File: config.mk
export PLATFORM = sky130hd
export DESIGN_NAME = edge_boundary_conv
export DESIGN_NICKNAME = d
export VERILOG_FILES = /design/src/rtl/ebc_pkg.sv /design/src/rtl/ebc_rst_sync.sv /design/src/rtl/ebc_in_coder.sv /design/src/rtl/ebc_pulse_filter.sv /design/src/rtl/ebc_reducer.sv /design/src/rtl/edge_boundary_conv.sv
export SDC_FILE = /design/constraint.sdc
export NUM_CORES = 1
export LEC_CHECK = 0
export BUFFER_PORTS_ARGS = -buffer_cell sky130_fd_sc_hd__buf_2
export CAP_MARGIN = 0
export CELL_PAD_IN_SITES_DETAIL_PLACEMENT = 1
export CELL_PAD_IN_SITES_GLOBAL_PLACEMENT = 1
export CORE_UTILIZATION = 34
export DETAILED_ROUTE_END_ITERATION = 8
export PLACE_DENSITY = 0.9
export RECOVER_POWER = 50
export SLEW_MARGIN = 20
export SYNTH_ARGS = -nofsm -noshare
export SYNTH_HDL_FRONTEND = slang
export SYNTH_SLANG_ARGS = --single-unit
File: constraint.sdc
create_clock -name clk -period 23.3 [get_ports clk]
set_input_delay 2.33 -clock clk [delete_from_list [all_inputs] [get_ports clk]]
set_output_delay 2.33 -clock clk [all_outputs]
set_load 0.01 [all_outputs]
File: src/rtl/ebc_pkg.sv
package ebc_pkg;
  localparam int unsigned DLV_COMB = 0;
  localparam int unsigned DLV_FALL = 1;
  localparam int unsigned DLV_RISE = 2;
endpackage

File: src/rtl/ebc_rst_sync.sv
module ebc_rst_sync (
  input  logic clk,
  input  logic rst_n,
  output logic rst_sync_n
);
  logic [1:0] sync_q;
  logic [1:0] sync_d;

  always_comb sync_d = {sync_q[0], 1'b1};

  always_ff @(posedge clk or negedge rst_n) begin
    if (!rst_n) sync_q <= 2'b00;
    else        sync_q <= sync_d;
  end

  assign rst_sync_n = sync_q[1];
endmodule

File: src/rtl/ebc_in_coder.sv
module ebc_in_coder #(
  parameter int unsigned NTR   = 4,
  parameter int unsigned OFS_W = 6
) (
  input  logic                 clk,
  input  logic                 rst_sync_n,
  input  logic                 din,
  output logic                 enc_lvl,
  output logic [NTR-1:0]       enc_vld,
  output logic [NTR*OFS_W-1:0] enc_ofs
);
  logic prev_q;
  logic prev_d;
  logic prev_en;
  logic chg;

  always_comb begin
    chg     = din ^ prev_q;
    prev_en = 1'b1;
    prev_d  = din;
  end

  always_ff @(posedge clk or negedge rst_sync_n) begin
    if (!rst_sync_n)  prev_q <= 1'b0;
    else if (prev_en) prev_q <= prev_d;
  end

  always_comb begin
    enc_lvl    = prev_q;
    enc_vld    = '0;
    enc_vld[0] = chg;
    enc_ofs    = '0;
  end

  AST_EDGE_ON_CHANGE: assert property (@(posedge clk) disable iff (!rst_sync_n)
    enc_vld[0] |-> (enc_lvl != din));
  AST_STEADY_LEVEL: assert property (@(posedge clk) disable iff (!rst_sync_n)
    (enc_vld == '0) |-> (enc_lvl == din));
endmodule

File: src/rtl/ebc_pulse_filter.sv
module ebc_pulse_filter #(
  parameter int unsigned NTR   = 4,
  parameter int unsigned OFS_W = 6,
  parameter int unsigned MIN_W = 4
) (
  input  logic                 clk,
  input  logic                 rst_sync_n,
  input  logic [NTR-1:0]       vld_i,
  input  logic [NTR*OFS_W-1:0] ofs_i,
  output logic [NTR-1:0]       vld_o
);
  localparam int unsigned IDX_W = (NTR > 1) ? $clog2(NTR) : 1;

  logic [NTR-1:0]   keep;
  logic             have_p;
  logic [OFS_W-1:0] pofs;
  logic [IDX_W-1:0] pidx;
  logic [OFS_W-1:0] cur;
  logic [OFS_W-1:0] dif;
  logic             close;

  always_comb begin
    keep   = vld_i;
    have_p = 1'b0;
    pofs   = '0;
    pidx   = '0;
    cur    = '0;
    dif    = '0;
    close  = 1'b0;
    for (int unsigned i = 0; i < NTR; i++) begin
      cur   = ofs_i[i*OFS_W +: OFS_W];
      dif   = cur - pofs;
      close = (32'(dif) < MIN_W) || (cur == pofs);
      if (vld_i[i]) begin
        if (have_p && close) begin
          keep[i]    = 1'b0;
          keep[pidx] = 1'b0;
          have_p     = 1'b0;
        end else begin
          have_p = 1'b1;
          pofs   = cur;
          pidx   = IDX_W'(i);
        end
      end
    end
    vld_o = keep;
  end

  AST_CLEAN_SUBSET: assert property (@(posedge clk) disable iff (!rst_sync_n)
    ((vld_o & ~vld_i) == '0));
  AST_PARITY_KEPT: assert property (@(posedge clk) disable iff (!rst_sync_n)
    (($countones(vld_o) % 2) == ($countones(vld_i) % 2)));
endmodule

File: src/rtl/ebc_reducer.sv
module ebc_reducer #(
  parameter int unsigned NTR      = 4,
  parameter int unsigned DLV_MODE = ebc_pkg::DLV_RISE
) (
  input  logic           clk,
  input  logic           rst_sync_n,
  input  logic           lvl_i,
  input  logic [NTR-1:0] vld_i,
  output logic           dout
);
  logic fin;

  always_comb fin = lvl_i ^ (^vld_i);

  if (DLV_MODE == ebc_pkg::DLV_COMB) begin : g_comb
    assign dout = fin;
  end else if (DLV_MODE == ebc_pkg::DLV_FALL) begin : g_fall
    logic q;
    always_ff @(negedge clk or negedge rst_sync_n) begin
      if (!rst_sync_n) q <= 1'b0;
      else             q <= fin;
    end
    assign dout = q;
  end else begin : g_rise
    logic q;
    always_ff @(posedge clk or negedge rst_sync_n) begin
      if (!rst_sync_n) q <= 1'b0;
      else             q <= fin;
    end
    assign dout = q;
  end
endmodule

File: src/rtl/edge_boundary_conv.sv
module edge_boundary_conv #(
  parameter int unsigned NTR      = 4,
  parameter int unsigned OFS_W    = 6,
  parameter int unsigned MIN_W    = 4,
  parameter int unsigned DLV_MODE = ebc_pkg::DLV_RISE
) (
  input  logic                 clk,
  input  logic                 rst_n,
  input  logic                 din,
  output logic                 enc_lvl_o,
  output logic [NTR-1:0]       enc_vld_o,
  output logic [NTR*OFS_W-1:0] enc_ofs_o,
  input  logic                 enc_lvl_i,
  input  logic [NTR-1:0]       enc_vld_i,
  input  logic [NTR*OFS_W-1:0] enc_ofs_i,
  output logic [NTR-1:0]       clean_vld_o,
  output logic                 dout
);
  logic rst_sync_n;

  ebc_rst_sync u_rst (
    .clk        (clk),
    .rst_n      (rst_n),
    .rst_sync_n (rst_sync_n)
  );

  ebc_in_coder #(.NTR(NTR), .OFS_W(OFS_W)) u_coder (
    .clk        (clk),
    .rst_sync_n (rst_sync_n),
    .din        (din),
    .enc_lvl    (enc_lvl_o),
    .enc_vld    (enc_vld_o),
    .enc_ofs    (enc_ofs_o)
  );

  ebc_pulse_filter #(.NTR(NTR), .OFS_W(OFS_W), .MIN_W(MIN_W)) u_filt (
    .clk        (clk),
    .rst_sync_n (rst_sync_n),
    .vld_i      (enc_vld_i),
    .ofs_i      (enc_ofs_i),
    .vld_o      (clean_vld_o)
  );

  ebc_reducer #(.NTR(NTR), .DLV_MODE(DLV_MODE)) u_red (
    .clk        (clk),
    .rst_sync_n (rst_sync_n),
    .lvl_i      (enc_lvl_i),
    .vld_i      (clean_vld_o),
    .dout       (dout)
  );

  AST_SINGLE_SLOT: assert property (@(posedge clk) disable iff (!rst_sync_n)
    ($countones(enc_vld_o) <= 1));

  if (DLV_MODE == ebc_pkg::DLV_RISE) begin : g_chk_rise
    AST_RISE_DELIVER: assert property (@(posedge clk) disable iff (!rst_sync_n)
      1'b1 |=> (dout == $past(enc_lvl_i ^ (^enc_vld_i))));
  end else if (DLV_MODE == ebc_pkg::DLV_FALL) begin : g_chk_fall
    AST_FALL_DELIVER: assert property (@(negedge clk) disable iff (!rst_sync_n)
      1'b1 |=> (dout == $past(enc_lvl_i ^ (^enc_vld_i))));
  end
endmodule

==> reports/summary.md, run 1 <==
Critical path
* sky130_fd_sc_hd__ha_1 — cell with the most instances on the worst path
* output port — crit path capture type
* 22.84 ns — setup slack, reg-to-reg
* u_rst.sync_q[1] — endpoint of the worst-slack reg-to-reg timing path
* sky130_fd_sc_hd__or4b_1 — slowest cell on the critical path
* 9.13 ns — WP data arrival
* 16 — Max FO, Critical Path
* primary input — Worst Setup Start Kind
* u_rst.sync_q[0] — startpoint of the worst register-to-register path
* 0 — number of cells on the worst reg-to-reg path
* in -> out — Setup CP Type
* 0.64 ns — Crit path largest cell delay
* 20.97 ns — WP data required

Route
* met4 — top layer in use
* 0 — ANT nets after route
* 4.95 — via density per instance
* 24 — 1st-iter DRT viols
* 1370 um — routed length on met1
* 2910 um — post-detailed-routing wire length
* 0 — DRC violation count after routing
* 1350 um — metal2 WL
* 1283 — vias
* 4 — number of detailed-routing iterations run before antenna repair
* 170 um — total met3 wirelength after detailed routing
* 11.2 um — detailed-route wire length per cell

Clocking
* 0 — number of cells upsized or downsized after cts
* 0 — Post-CTS Hold Buffers
* 1 — maximum level of the CTS H-tree
* 3 — CTS buffer count
* 2 — maximum clock path buffer count
* 0.21 ns — worst-skew pair later-pin latency
* 0 — total setup buffers inserted after CTS
* 4 — Sink Count
* done — TritonCTS clock tree
* 0.03 ns — Clock transition at path regs
* sky130_fd_sc_hd__clkbuf_8 — buffer type at the clock tree root

Placed design
* 2610 um — detailed-placement wirelength estimate
* 38 — port bufs
* 0.816 — GP Congestion
* 256 — number of placed instances with taps included
* 1430 um2 — total cell area at the placement stage

Floorplanning
* 66 — I/O pin total
* 64.0 um — Die X-Extent
* 64.0 um — chip height
* 35.5% — initial standard-cell utilization of the core
* 3690 um2 — core region area
* 4100 um2 — Total Die Area
* 22 — standard-cell row count

Global route
* 0 — number of antenna violations at the first check in global routing
* 14.4% — GR Util All Layers
* 0 — global-route congestion overflow total
* 1201 — vias in the first global route
* 17 — largest net degree at the start of global routing
* 4880 um — wire length of the first global-routing pass

Synthesis
* 28 x sky130_fd_sc_hd__buf_4, 16 x sky130_fd_sc_hd__nor2_1, 15 x sky130_fd_sc_hd__ha_1 — top cell types by occurrence after synthesis
* 16.1% — area share of the largest cell type after synthesis
* 0 — count of flip-flops with a built-in enable after synthesis
* 7.39 um2 — post-synthesis area per instance
* 100% — post-synthesis async set-or-reset flop share
* 177 — synthesized instance count
* sky130_fd_sc_hd__buf_4 — cell taking the most area after synthesis
* sky130_fd_sc_hd__dfrtp_1 — most common flop cell mapped by yosys
* sky130_fd_sc_hd__buf_4 — most common cell in the netlist
* 1310 um2 — Mapped Area
* 4 — Yosys reg bits
* sky130_fd_sc_hd__buf_4 16%, sky130_fd_sc_hd__ha_1 14%, sky130_fd_sc_hd__dfrtp_1 7.6% — main area contributors after synthesis
* 0 — warnings from Yosys
* 54 — Synth cell types
* 7.65% — sequential element share of the synthesized area

Timing
* 11.46 ns — post-layout minimum cycle time
* 0.000987 ns — Post-Route Skew
* 0 — count of endpoints failing hold in the final timing report
* 0 — final setup vio count
* 0 ns — Total Neg Setup Slack
* 87.3 MHz — peak clock frequency supported by timing
* 49.2% — period utilization
* false — unrepaired setup endpoints after global routing
* 0 — final-report max-slew violation count
* 0.538 ns — Tightest Pin Transition
* 63.8% — Rel. slew slack

Power
* 37.9 nW/um2 — areal power density over the cells
* 0.0000105 V — maximum ir drop on the vdd rail
* 0.738 nW — leakage power

Cells and area
* 260 — final net count
* 501 — number of fill cells in the layout
* 1460 um2 — final cell area excluding filler cells
* 0 — antenna diode count
* 259 — final cell count without fillers
* 22.7% — fraction of layout cells with a size suffix above 1
* 11.9% — layout overhead on the synthesized area

Run
* 0 — max capacitance violation total

Run status
* completed — outcome

Hold path
* reg -> async — Min-Delay Path Class

registers in the layout, summed over array words and instances (netlist names):
register	cells
u_red.dout	1
u_coder.enc_lvl	1
u_rst.sync_q	2
metrics by stage:
stage	total power [W]	worst slack [ns]	util (%)	hold slack [ns]
6_report	0.0000554	11.84	39.7	0.0232
5_1_grt	0.0000609	11.15	39.7	0.0452
4_1_cts	0.0000563	11.80	39.8	0.0293
3_5_place_dp	0.0000420	11.80	38.7	0.0271
2_1_floorplan	0.0000363	12.52	-	0.0111
3_3_place_gp	0.0000410	12.07	38.7	0.0217
final cells by class:
| class | count | area, um2 | area share (%) |
|---|---|---|---|
| Clock buffer | 3 | 41.3 | 2.82 |
| Multi-Input combinational cell | 155 | 1030 | 70.7 |
| Tap cell | 48 | 60.1 | 4.10 |
| Sequential cell | 4 | 100 | 6.84 |
| Inverter | 11 | 41.3 | 2.82 |
| Timing Repair Buffer | 38 | 186 | 12.7 |
worst max path at each step:
stage	startpoint	to	slack (ns)	cells after the start
3_3_place_gp	enc_vld_i[0]	clean_vld_o[0]	12.07	27
3_5_place_dp	enc_vld_i[0]	clean_vld_o[0]	11.80	27
2_1_floorplan	enc_vld_i[0]	clean_vld_o[0]	12.52	28
6_report	enc_vld_i[0]	clean_vld_o[0]	11.84	27
5_1_grt	enc_vld_i[0]	clean_vld_o[0]	11.15	27
4_1_cts	enc_vld_i[0]	clean_vld_o[0]	11.80	27
cells in the final DEF, fill, tap and decap left out, types with 2 or more instances in the layout:
| cell | synthesis | layout |
|---|---|---|
| sky130_fd_sc_hd__buf_2 | 1 | 35 |
| sky130_fd_sc_hd__conb_1 | 2 | 28 |
| sky130_fd_sc_hd__nor2_1 | 16 | 16 |
| sky130_fd_sc_hd__ha_1 | 15 | 15 |
| sky130_fd_sc_hd__nand2_1 | 13 | 13 |
| sky130_fd_sc_hd__inv_1 | 11 | 11 |
| sky130_fd_sc_hd__a21oi_1 | 9 | 9 |
| sky130_fd_sc_hd__nand3_1 | 8 | 8 |
| sky130_fd_sc_hd__o21ai_1 | 4 | 4 |
| sky130_fd_sc_hd__o21ai_0 | 4 | 4 |
| sky130_fd_sc_hd__nor3_1 | 4 | 4 |
| sky130_fd_sc_hd__dfrtp_1 | 4 | 4 |
| sky130_fd_sc_hd__nand2b_1 | 3 | 3 |
| sky130_fd_sc_hd__xor2_1 | 3 | 3 |
| sky130_fd_sc_hd__xnor2_1 | 3 | 3 |
| sky130_fd_sc_hd__clkbuf_8 | 0 | 3 |
| sky130_fd_sc_hd__clkbuf_1 | 4 | 3 |
| sky130_fd_sc_hd__mux2_2 | 2 | 2 |
| sky130_fd_sc_hd__o22ai_1 | 2 | 2 |
| sky130_fd_sc_hd__a31oi_1 | 2 | 2 |
| sky130_fd_sc_hd__a32oi_1 | 2 | 2 |
| sky130_fd_sc_hd__a21o_1 | 2 | 2 |
| sky130_fd_sc_hd__a211oi_1 | 2 | 2 |
| sky130_fd_sc_hd__a21oi_2 | 2 | 2 |
| sky130_fd_sc_hd__nor4b_1 | 2 | 2 |
logic make-up (layout without fill, tap and decap cells):
kind of cell	count (synthesis)	in the layout	share of synthesized area (%)
adders and majority gates	15	15	14.3
AOI/OAI and AO/OA	42	42	23.5
muxes	4	4	3.63
xor gates and xnor gates	7	7	5.83
buffers and inverters	44	52	20.7
and+or+nand+nor	59	59	23.7
other	2	28	0.574
DFF	4	4	7.65
routing by layer:
metal | GRT usage, % | up-vias
li1 | - | 648
met1 | 18.4 | 593
met2 | 24.3 | 40
met3 | 2.86 | 2
met4 | 3.98 | 0
met5 | 0 | -
power by group:
| part | total (W) | switching, W | internal (W) |
|---|---|---|---|
| logic | 0.0000334 | 0.0000193 | 0.0000141 |
| registers | 0.00000809 | 0.000000257 | 0.00000783 |
| clock network | 0.0000139 | 0.00000295 | 0.0000110 |
critical path: cells and delay by family:
family / cells / cell delay, ns
multiplexers: 1 / 0.28
adder cells (fa/ha/maj): 3 / 0.83
buffers and inverters: 2 / 0.42
AO/OA/AOI/OAI: 9 / 1.86
AND/OR/NAND/NOR: 12 / 3.40
(Power assumes the default switching activity.)
==> inputs of run 2 (changes only) <==
--- a/config.mk
+++ b/config.mk
@@ -5,13 +5,14 @@
 export SDC_FILE = /design/constraint.sdc
 export NUM_CORES = 1
 export LEC_CHECK = 0
+export ABC_AREA = 1
 export BUFFER_PORTS_ARGS = -buffer_cell sky130_fd_sc_hd__buf_2
 export CAP_MARGIN = 0
 export CELL_PAD_IN_SITES_DETAIL_PLACEMENT = 1
 export CELL_PAD_IN_SITES_GLOBAL_PLACEMENT = 1
-export CORE_UTILIZATION = 34
+export CORE_UTILIZATION = 27
 export DETAILED_ROUTE_END_ITERATION = 8
-export PLACE_DENSITY = 0.9
+export PLACE_DENSITY = 0.8
 export RECOVER_POWER = 50
 export SLEW_MARGIN = 20
 export SYNTH_ARGS = -nofsm -noshare
==> constraint.sdc (replaced) <==
create_clock -name clk -period 10.44 [get_ports clk]
set_input_delay 1.044 -clock clk [delete_from_list [all_inputs] [get_ports clk]]
set_output_delay 1.044 -clock clk [all_outputs]
set_load 0.01 [all_outputs]
==> reports/summary.md, run 2 <==
Cells and area
* 317 — final net count
* 335 — final cell count without fillers
* 13.8% — layout overhead on the synthesized area
* 100 um2 — register area
* 2 — flip-flop count of the largest register after layout
* 980 um2 — area used by multi-input combinational logic
* 0 — antenna diode count
* 62 x sky130_fd_sc_hd__nand2_1, 40 x sky130_fd_sc_hd__inv_1, 35 x sky130_fd_sc_hd__buf_2, 28 x sky130_fd_sc_hd__conb_1, 24 x sky130_fd_sc_hd__nand3_1 — top library cells by usage in the layout, fill and taps aside
* sky130_fd_sc_hd__nand2_1 — most common cell after layout, fill and taps aside
* 20.1% — fraction of layout cells with a size suffix above 1
* 664 — number of fill cells in the layout
* u_rst.sync_q — Top reg by flops

Floorplanning
* 66 — I/O pin total
* 73.0 um — chip height
* 28.4% — initial standard-cell utilization of the core
* 25 — standard-cell row count
* 5330 um2 — Total Die Area
* 4790 um2 — core region area
* 73.0 um — Die X-Extent

Synthesis
* 1360 um2 — Mapped Area
* 4 — Yosys reg bits
* 0 — count of flip-flops with a built-in enable after synthesis
* 0 — warnings from Yosys
* sky130_fd_sc_hd__nand2_1 17%, sky130_fd_sc_hd__buf_4 16%, sky130_fd_sc_hd__ha_1 14% — main area contributors after synthesis
* 17.1% — area share of the largest cell type after synthesis
* sky130_fd_sc_hd__dfrtp_1 — most common flop cell mapped by yosys
* sky130_fd_sc_hd__nand2_1 — cell taking the most area after synthesis
* 62 x sky130_fd_sc_hd__nand2_1, 40 x sky130_fd_sc_hd__inv_1, 29 x sky130_fd_sc_hd__buf_4 — top cell types by occurrence after synthesis
* 5.89 um2 — post-synthesis area per instance
* 100% — post-synthesis async set-or-reset flop share
* sky130_fd_sc_hd__nand2_1 — most common cell in the netlist
* 25 — Synth cell types
* 231 — synthesized instance count
* 7.35% — sequential element share of the synthesized area

Critical path
* u_rst.sync_q[0] — startpoint of the worst register-to-register path
* 6.37 ns — WP data arrival
* output port — crit path capture type
* u_rst.sync_q[1] — endpoint of the worst-slack reg-to-reg timing path
* sky130_fd_sc_hd__ha_1 — slowest cell on the critical path
* primary input — Worst Setup Start Kind
* 9.40 ns — WP data required
* enc_vld_i[0] — beginning of the critical path
* 5 — number of buffer and inverter stages on the critical path
* 15 — Max FO, Critical Path
* sky130_fd_sc_hd__nand2_1 — cell with the most instances on the worst path
* simple AND/OR/NAND/NOR gates — Crit path max-delay family
* 9.97 ns — setup slack, reg-to-reg
* in -> out — Setup CP Type
* 0.34 ns — Crit path largest cell delay
* 0 — number of cells on the worst reg-to-reg path

Hold path
* reg -> async — Min-Delay Path Class

Clocking
* 3 — CTS buffer count
* 0 — total setup buffers inserted after CTS
* done — TritonCTS clock tree
* 1 — maximum level of the CTS H-tree
* 0.22 ns — worst-skew pair later-pin latency
* 0.03 ns — Clock transition at path regs
* 0 — Post-CTS Hold Buffers
* sky130_fd_sc_hd__clkbuf_8 — buffer type at the clock tree root
* 0 — number of cells upsized or downsized after cts
* 4 — Sink Count
* 2 — maximum clock path buffer count

Timing
* 0 — final-report max-slew violation count
* 0 — count of endpoints failing hold in the final timing report
* false — unrepaired setup endpoints after global routing
* 7.41 ns — post-layout minimum cycle time
* 0 ns — Total Neg Setup Slack
* 71.0% — period utilization
* 135 MHz — peak clock frequency supported by timing
* 0 — final setup vio count
* 0.00532 ns — Post-Route Skew

Route
* 4.19 — via density per instance
* 4 — number of detailed-routing iterations run before antenna repair
* 0 — ANT nets after route
* 0 — DRC violation count after routing
* 1402 — vias
* 57 — 1st-iter DRT viols
* 3250 um — post-detailed-routing wire length
* 9.70 um — detailed-route wire length per cell

Placed design
* 2950 um — detailed-placement wirelength estimate
* 0.749 — GP Congestion
* 332 — number of placed instances with taps included
* 38 — port bufs

Power
* 87.1 nW/um2 — areal power density over the cells
* 0.0000463 V — maximum ir drop on the vdd rail
* 0.965 nW — leakage power

Global route
* 5420 um — wire length of the first global-routing pass
* 16 — largest net degree at the start of global routing
* 12.7% — GR Util All Layers
* 0 — global-route congestion overflow total
* 1318 — vias in the first global route
* 0 — number of antenna violations at the first check in global routing

Run
* 0 — max capacitance violation total

Run status
* completed — outcome

==> run 2: cell types whose count changed in the layout (fill, tap and decap cells not counted), moves of 4 or more <==
cell                       change
sky130_fd_sc_hd__nand2_1      +49
sky130_fd_sc_hd__inv_1        +29
sky130_fd_sc_hd__nand3_1      +16
sky130_fd_sc_hd__nor2_1       -11
sky130_fd_sc_hd__o21ai_0       +9
sky130_fd_sc_hd__nand2_2       +6
sky130_fd_sc_hd__a21oi_1       -4
sky130_fd_sc_hd__nand2_4       +4
sky130_fd_sc_hd__nand3b_1      +4
==> run 2: cell type report <==
cell class                      instances  area share (%)
Inverter                               42            10.2
Sequential cell                         4            6.46
Tap cell                               67            5.41
Multi-Input combinational cell        181            63.2
Timing Repair Buffer                   38            12.0
Clock buffer                            3            2.67
==> run 2: worst max path at each step <==
stage / to / slack [ns] / cells after the start
2_1_floorplan: clean_vld_o[2] / 3.78 / 41
3_3_place_gp: clean_vld_o[2] / 3.27 / 41
3_5_place_dp: clean_vld_o[0] / 3.00 / 43
4_1_cts: clean_vld_o[0] / 2.98 / 43
5_1_grt: clean_vld_o[2] / 2.35 / 42
6_report: clean_vld_o[0] / 3.03 / 43
==> run 2: where the power goes <==
part | leakage [nW] | switching [W] | total, W | internal (W)
clock | 0.0216 | 0.00000801 | 0.0000326 | 0.0000246
combinational | 0.897 | 0.0000529 | 0.0000846 | 0.0000317
sequential | 0.0470 | 0.000000565 | 0.0000177 | 0.0000171
==> run 2: cells by family (layout without fill, tap and decap cells) <==
kind of cell / count (synthesis) / in the layout / synth area share (%)
XOR/XNOR: 4 / 4 / 2.57
AND/OR/NAND/NOR: 113 / 113 / 39.9
buffers and inverters: 72 / 83 / 27.8
other: 2 / 28 / 0.552
AO/OA/AOI/OAI: 21 / 21 / 8.00
flip-flops: 4 / 4 / 7.35
adder cells (fa/ha/maj): 15 / 15 / 13.8
==> run 2: metrics by stage <==
| step | hold WS (ns) | instance area (um2) | setup WS, ns | total power [W] | util [%] |
|---|---|---|---|---|---|
| 6_report | 0.0191 | 1550 | 3.03 | 0.000135 | 32.4 |
| 4_1_cts | 0.0223 | 1550 | 2.98 | 0.000137 | 32.4 |
| 5_1_grt | 0.0368 | 1550 | 2.35 | 0.000150 | 32.4 |
| 3_5_place_dp | 0.0243 | 1510 | 3.00 | 0.000103 | 31.6 |
| 3_3_place_gp | 0.0169 | 1510 | 3.27 | 0.0000992 | 31.6 |
| 2_1_floorplan | 0.0111 | 1460 | 3.78 | 0.0000881 | - |
==> run 2: layer usage <==
metal | global-route usage [%] | wire length, um | vias up
met3 | 2.35 | 155 | 2
li1 | - | - | 742
met1 | 15.1 | 1450 | 620
met2 | 24.1 | 1610 | 38
met5 | 0 | 0 | -
met4 | 1.09 | 29 | 0
